==> config.mk <==
export PLATFORM = sky130hd
export DESIGN_NAME = ds1_pattern_gen
export DESIGN_NICKNAME = d
export VERILOG_FILES = /design/src/rtl/tpg_pkg.sv /design/src/rtl/tpg_position.sv /design/src/rtl/tpg_octet_src.sv /design/src/rtl/ds1_pattern_gen.sv
export SDC_FILE = /design/constraint.sdc
export NUM_CORES = 1
export LEC_CHECK = 0
export ABC_AREA = 1
export BUFFER_PORTS_ARGS = -buffer_cell sky130_fd_sc_hd__buf_2
export CAP_MARGIN = 10
export CORE_MARGIN = 5
export CORE_UTILIZATION = 39
export DETAILED_ROUTE_END_ITERATION = 6
export PLACE_DENSITY = 0.55
export SLEW_MARGIN = 20
export SYNTH_ARGS = -nofsm -noshare
export SYNTH_HDL_FRONTEND = slang
export SYNTH_SLANG_ARGS = --single-unit
==> constraint.sdc <==
create_clock -name clk_i -period 3.1 [get_ports clk_i]
set_input_delay 0.93 -clock clk_i [delete_from_list [all_inputs] [get_ports clk_i]]
set_output_delay 0.93 -clock clk_i [all_outputs]
set_load 0.005 [all_outputs]
==> src/rtl/tpg_pkg.sv <==
package tpg_pkg;
  localparam int OCT_W = 8;
  localparam int IDX_W = 8;
  localparam int SEL_W = 4;
  localparam int BIT_W = $clog2(OCT_W);

  typedef enum logic [SEL_W-1:0] {
    PAT_ONES   = 4'd0,
    PAT_ZEROS  = 4'd1,
    PAT_1IN8   = 4'd2,
    PAT_2IN8   = 4'd3,
    PAT_3IN24  = 4'd4,
    PAT_1IN16  = 4'd5,
    PAT_PULSE  = 4'd6,
    PAT_T14    = 4'd7,
    PAT_DDS1   = 4'd8,
    PAT_DDS2   = 4'd9,
    PAT_DDS3   = 4'd10,
    PAT_DDS4   = 4'd11,
    PAT_DDS6   = 4'd12
  } pat_e;

  // Octet-run boundaries of the long patterns (exclusive upper ends)
  localparam logic [IDX_W-1:0] T14_HIGH_END  = IDX_W'(72);
  localparam logic [IDX_W-1:0] T14_ALT1_END  = IDX_W'(76);
  localparam logic [IDX_W-1:0] T14_SPRS1_END = IDX_W'(96);
  localparam logic [IDX_W-1:0] T14_ALT2_END  = IDX_W'(100);
  localparam logic [IDX_W-1:0] DDS_HALF      = IDX_W'(100);
  localparam logic [IDX_W-1:0] DDS6_LAST     = IDX_W'(7);

  // Octets in one period of each pattern
  function automatic logic [IDX_W-1:0] period_octets(logic [SEL_W-1:0] s);
    case (pat_e'(s))
      PAT_3IN24:            return IDX_W'(3);
      PAT_1IN16:            return IDX_W'(2);
      PAT_T14:              return IDX_W'(120);
      PAT_DDS1, PAT_DDS2:   return IDX_W'(200);
      PAT_DDS3, PAT_DDS4:   return IDX_W'(16);
      PAT_DDS6:             return IDX_W'(8);
      default:              return IDX_W'(1);
    endcase
  endfunction

  // Octet value at index k of the selected pattern
  function automatic logic [OCT_W-1:0] octet_of(logic [SEL_W-1:0] s,
                                                logic [IDX_W-1:0] k);
    case (pat_e'(s))
      PAT_ONES:  return 8'hFF;
      PAT_1IN8:  return 8'h80;
      PAT_2IN8:  return 8'h42;
      PAT_PULSE: return 8'h08;
      PAT_3IN24: return (k == IDX_W'(0)) ? 8'h44 :
                        (k == IDX_W'(1)) ? 8'h00 : 8'h04;
      PAT_1IN16: return (k == IDX_W'(0)) ? 8'h80 : 8'h00;
      PAT_T14: begin
        if (k < T14_HIGH_END)       return 8'hFF;
        else if (k < T14_ALT1_END)  return 8'hAA;
        else if (k < T14_SPRS1_END) return 8'h10;
        else if (k < T14_ALT2_END)  return 8'hAA;
        else                        return 8'h10;
      end
      PAT_DDS1:  return (k < DDS_HALF) ? 8'hFF : 8'h00;
      PAT_DDS2:  return (k < DDS_HALF) ? 8'h7E : 8'h00;
      PAT_DDS3:  return 8'h4C;
      PAT_DDS4:  return 8'h40;
      PAT_DDS6:  return (k == DDS6_LAST) ? 8'hFF : 8'hFE;
      default:   return 8'h00;
    endcase
  endfunction
endpackage

==> src/rtl/tpg_position.sv <==
module tpg_position
  import tpg_pkg::*;
(
  input  logic             clk_i,
  input  logic             rst_i,
  input  logic             en_i,
  input  logic [SEL_W-1:0] sel_i,
  output logic [IDX_W-1:0] cur_oct_o,
  output logic [BIT_W-1:0] cur_bit_o,
  output logic             first_o
);
  localparam logic [BIT_W-1:0] LAST_BIT = BIT_W'(OCT_W - 1);

  logic             started_q;
  logic [SEL_W-1:0] last_sel_q;
  logic [IDX_W-1:0] oct_q, oct_d;
  logic [BIT_W-1:0] bit_q, bit_d;
  logic             restart;
  logic [IDX_W-1:0] period;

  assign period  = period_octets(sel_i);
  assign restart = !started_q || (sel_i != last_sel_q);

  always_comb begin
    cur_oct_o = restart ? '0 : oct_q;
    cur_bit_o = restart ? '0 : bit_q;
    first_o   = (cur_oct_o == '0) && (cur_bit_o == '0);
    if (cur_bit_o == LAST_BIT) begin
      bit_d = '0;
      oct_d = (cur_oct_o == period - IDX_W'(1)) ? '0 : cur_oct_o + IDX_W'(1);
    end else begin
      bit_d = cur_bit_o + BIT_W'(1);
      oct_d = cur_oct_o;
    end
  end

  always_ff @(posedge clk_i) begin
    if (rst_i) begin
      started_q  <= 1'b0;
      last_sel_q <= '0;
      oct_q      <= '0;
      bit_q      <= '0;
    end else if (en_i) begin
      started_q  <= 1'b1;
      last_sel_q <= sel_i;
      oct_q      <= oct_d;
      bit_q      <= bit_d;
    end
  end

  // Stored position always lies inside the period of the stored pattern
  p_oct_bound_r3: assert property (@(posedge clk_i) disable iff (rst_i)
    started_q |-> (oct_q < period_octets(last_sel_q)));

  // A pattern switch on an enabled bit leaves the position just past bit 0
  p_switch_restart_r4: assert property (@(posedge clk_i) disable iff (rst_i)
    (en_i && started_q && (sel_i != last_sel_q))
      |=> (oct_q == '0 && bit_q == BIT_W'(1)));
endmodule

==> src/rtl/tpg_octet_src.sv <==
module tpg_octet_src
  import tpg_pkg::*;
#(
  parameter bit MSB_FIRST = 1'b1
) (
  input  logic [SEL_W-1:0] sel_i,
  input  logic [IDX_W-1:0] oct_i,
  input  logic [BIT_W-1:0] bit_i,
  output logic             bit_o
);
  logic [OCT_W-1:0] octet;

  assign octet = octet_of(sel_i, oct_i);

  generate
    if (MSB_FIRST) begin : g_msb
      assign bit_o = octet[BIT_W'(OCT_W - 1) - bit_i];
    end else begin : g_lsb
      assign bit_o = octet[bit_i];
    end
  endgenerate
endmodule

==> src/rtl/ds1_pattern_gen.sv <==
module ds1_pattern_gen
  import tpg_pkg::*;
#(
  parameter bit MSB_FIRST = 1'b1
) (
  input  logic             clk_i,
  input  logic             rst_i,
  input  logic             bit_en_i,
  input  logic [SEL_W-1:0] pat_sel_i,
  output logic             bit_o,
  output logic             sop_o
);
  logic [IDX_W-1:0] cur_oct;
  logic [BIT_W-1:0] cur_bit;
  logic             first;
  logic             next_bit;
  logic             armed_q;

  tpg_position u_pos (
    .clk_i     (clk_i),
    .rst_i     (rst_i),
    .en_i      (bit_en_i),
    .sel_i     (pat_sel_i),
    .cur_oct_o (cur_oct),
    .cur_bit_o (cur_bit),
    .first_o   (first)
  );

  tpg_octet_src #(.MSB_FIRST(MSB_FIRST)) u_src (
    .sel_i (pat_sel_i),
    .oct_i (cur_oct),
    .bit_i (cur_bit),
    .bit_o (next_bit)
  );

  always_ff @(posedge clk_i) begin
    if (rst_i) begin
      bit_o <= 1'b0;
      sop_o <= 1'b0;
    end else if (bit_en_i) begin
      bit_o <= next_bit;
      sop_o <= first;
    end else begin
      sop_o <= 1'b0;
    end
  end

  // Qualifies $past-based checks to cycles whose history is after reset
  always_ff @(posedge clk_i) begin
    if (rst_i) armed_q <= 1'b0;
    else       armed_q <= 1'b1;
  end

  p_reset_quiet_r1: assert property (@(posedge clk_i) disable iff (rst_i)
    $past(rst_i) |-> (!bit_o && !sop_o));

  p_idle_hold_r2: assert property (@(posedge clk_i) disable iff (rst_i || !armed_q)
    !$past(bit_en_i) |-> (!sop_o && $stable(bit_o)));

  p_sop_single_r3: assert property (@(posedge clk_i) disable iff (rst_i)
    sop_o |=> !sop_o);

  p_all_ones_r7: assert property (@(posedge clk_i) disable iff (rst_i || !armed_q)
    ($past(bit_en_i) && $past(pat_sel_i) == SEL_W'(0)) |-> bit_o);

  p_all_zeros_r7: assert property (@(posedge clk_i) disable iff (rst_i || !armed_q)
    ($past(bit_en_i) && $past(pat_sel_i) == SEL_W'(1)) |-> !bit_o);
endmodule

==> flow_summary.json <==
{
  "final-max-slew-violation-count": 0,
  "ctsRootBufferMaster": "sky130_fd_sc_hd__clkbuf_8",
  "worstSetupStartpoint": "pat_sel_i[3]",
  "synth-seq-area-share_pct": 20.8,
  "crit_path_start_kind": "input port",
  "critPathArrivalTime_ps": 2980,
  "design.portCount": 9,
  "start_util_pct": 40.1,
  "r2r-start": "u_pos.last_sel_q[3]$_SDFFE_PP0P_",
  "syn-mean-instance-area_um2": 6.28,
  "final_cell_mix": "sky130_fd_sc_hd__nand2_1 (60), sky130_fd_sc_hd__inv_1 (33), sky130_fd_sc_hd__nor2_1 (26)",
  "synthCells": 276,
  "grt_overflow": 0,
  "fp.dieW_um": 76.7,
  "cts.path.max_buffers": 2,
  "grt_antenna_before_repair": 0,
  "power_per_cell_area_nw_per_um2": 307,
  "floorplan.die_area_um2": 5880,
  "clkLatencyLatePin_ps": 260,
  "remaining_number_of_nets_flagged_by_the_antenna_check_after_routing": 0,
  "finalCritPeriodShare_pct": 90.0,
  "finClkSkew_ps": 6.96,
  "via_count": 1770,
  "setup_slack_ps": 311,
  "cts-htree-levels": 1,
  "core_um2": 4320,
  "commonest_non_fill_non_tap_cell_in_the_layout": "sky130_fd_sc_hd__nand2_1",
  "timing.rr.end": "bit_o$_SDFFE_PP0P_",
  "max-slew-margin-rel_pct": 40.5,
  "worstRegToRegCells": 18,
  "setup_viol_count_final": 0,
  "drv_cap": 0,
  "grt_start_max_net_pins": 16,
  "cp-end-kind": "flop",
  "fin_nets": 318,
  "power_leakage_nw": 0.929,
  "max_slew.worst_pin.slew_ps": 880,
  "status": "finished clean",
  "ys_types": 34,
  "vias_in_the_first_global_route": 1683,
  "yosys_warnings": 0,
  "post_route_cells_drive_above_1_share_pct": 21.5,
  "drc": 0,
  "grtUsageTotal_pct": 15.7,
  "critical_path_endpoint": "bit_o$_SDFFE_PP0P_",
  "via_density_per_instance": 5.00,
  "rrSetupSlack_ps": 770,
  "post_cts_resize_count": 0,
  "timing_worst_setup_path_type": "input port to flop",
  "unrepaired_setup_endpoints_after_global_routing": "false",
  "dr.first_iter.drc_count": 137,
  "synthesis.nets": 291,
  "netlist_area_um2": 1730,
  "global_route_wire_length_before_repair_um": 7790,
  "tritoncts_clock_tree": "yes",
  "post_dp_hpwl_um": 3620,
  "num_antenna_cells": 0,
  "fmax_ghz": 0.359,
  "period_minus_slack_ps": 2790,
  "route.final.wire_length_um": 4430,
  "yosys_register_bits": 18,
  "vdd_drop_max_uv": 218,
  "path_max_fanout": 8,
  "routed_wire_length_per_instance_um": 12.5,
  "cts.clk_slew.worst_paths_ps": 70,
  "syn_to_final_growth_pct": 16.2,
  "worstHoldPathType": "flop to flop",
  "detailedRoute.firstPassIterationCount": 4,
  "place.port_buffers": 8,
  "cts_buffers": 3,
  "finalHoldViolCount": 0,
  "dpl_worst_slack_ps": 62.1,
  "postCtsHoldBufs": 0,
  "die-height_um": 76.7,
  "fp-row-count": 24,
  "gp_congestion": 0.885,
  "cts_sinks": 18,
  "critPathRequiredTime_ps": 3290,
  "post_cts.repair.setup_buffers": 0,
  "fin_tns_setup_ps": 0
}
-- flip-flops by register name, summed over array words and instances (netlist names) --
name,count
u_pos.oct_q,8
u_pos.last_sel_q,4
u_pos.bit_q,3
bit_o,1
sop_o,1
u_pos.started_q,1
-- worst max-delay path, stage by stage --
cell	delay [ps]
sky130_fd_sc_hd__buf_2	140
sky130_fd_sc_hd__inv_2	70
sky130_fd_sc_hd__nand2_1	80
sky130_fd_sc_hd__nand2_1	90
sky130_fd_sc_hd__inv_2	110
sky130_fd_sc_hd__nand3_4	100
sky130_fd_sc_hd__buf_4	180
sky130_fd_sc_hd__nor2_1	170
sky130_fd_sc_hd__ha_1	230
sky130_fd_sc_hd__nand3_1	130
sky130_fd_sc_hd__nor3_1	190
sky130_fd_sc_hd__a21oi_1	80
sky130_fd_sc_hd__nand2_1	110
sky130_fd_sc_hd__nand2_1	50
sky130_fd_sc_hd__nand2_1	60
sky130_fd_sc_hd__nor2_1	40
sky130_fd_sc_hd__nand2_1	60
sky130_fd_sc_hd__nand2_1	50
sky130_fd_sc_hd__a21oi_1	120
-- how the worst min path moves through the flow --
stage	from	endpoint	slack [ps]	depth (start not counted)
after floorplan	u_pos.started_q$_SDFFE_PP0P_	u_pos.started_q$_SDFFE_PP0P_	450	2
after global placement	u_pos.oct_q[0]$_SDFFE_PP0P_	u_pos.oct_q[0]$_SDFFE_PP0P_	480	2
after detailed placement	u_pos.bit_q[1]$_SDFFE_PP0P_	u_pos.bit_q[1]$_SDFFE_PP0P_	480	2
after CTS	u_pos.bit_q[1]$_SDFFE_PP0P_	u_pos.bit_q[1]$_SDFFE_PP0P_	490	2
after global routing	u_pos.bit_q[1]$_SDFFE_PP0P_	u_pos.bit_q[1]$_SDFFE_PP0P_	520	2
final	u_pos.bit_q[1]$_SDFFE_PP0P_	u_pos.bit_q[1]$_SDFFE_PP0P_	490	2
-- power breakdown --
part,switching [W],total [W],internal (W)
Clock,0.0000926,0.000206,0.000113
Sequential,0.0000110,0.000256,0.000245
Combinational,0.0000969,0.000156,0.0000589
-- area by class of cell --
cell class	count	area, µm²
fill	489	2310
multi-input combinational	214	1210
sequential	18	360
timing repair buffer	26	175
inverter	40	150
tap	52	65.1
clock buffer	4	55.1
-- synthesized netlist by cell type (all sizes together) --
cell | instances | area (µm²)
nand2 | 68 | 280
inv | 39 | 146
nor2 | 38 | 198
nand3 | 26 | 153
a21oi | 21 | 109
o21ai | 21 | 105
dfxtp | 18 | 360
ha | 8 | 100
nor3 | 7 | 40.0
xor2 | 6 | 52.6
nand4 | 5 | 46.3
clkbuf | 4 | 15.0
xnor2 | 3 | 26.3
o211ai | 2 | 15.0
o31ai | 2 | 15.0
a211oi | 1 | 7.51
a31oi | 1 | 6.26
clkinv | 1 | 3.75
nand3b | 1 | 11.3
nor4 | 1 | 21.3
o22ai | 1 | 6.26
o41ai | 1 | 8.76
or2 | 1 | 6.26
-- metrics by stage --
stage                     cell area [µm²]  utilization, %  total power (W)  hold WS, ps  cells
after CTS                            2010            46.6         0.000623          489    354
after floorplan                      1730               -         0.000370          451    276
after global placement               1960            45.3         0.000418          480    350
after global routing                 2010            46.6         0.000660          520    354
after detailed placement             1960            45.3         0.000417          478    350
final                                2010            46.6         0.000617          490    354
-- routing by layer --
layer / vias up / wire [µm] / global-route usage (%)
met1: 781 / 2240 / 22.0
li1: 954 / - / -
met5: - / 0 / 0
met4: 0 / 73 / 4.72
met3: 8 / 115 / 2.22
met2: 27 / 2000 / 24.6
-- kinds of logic (layout without fill, tap and decap cells) --
kind of cell / count (synthesis) / count (layout) / share of synthesized area [%]
adders and majority gates: 8 / 8 / 5.78
and+or+nand+nor: 147 / 147 / 43.6
xor gates and xnor gates: 9 / 9 / 4.55
buffers and inverters: 44 / 70 / 9.53
DFF: 18 / 18 / 20.8
AOI/OAI and AO/OA: 50 / 50 / 15.7
Note: power is estimated with default switching activity, not from simulation.
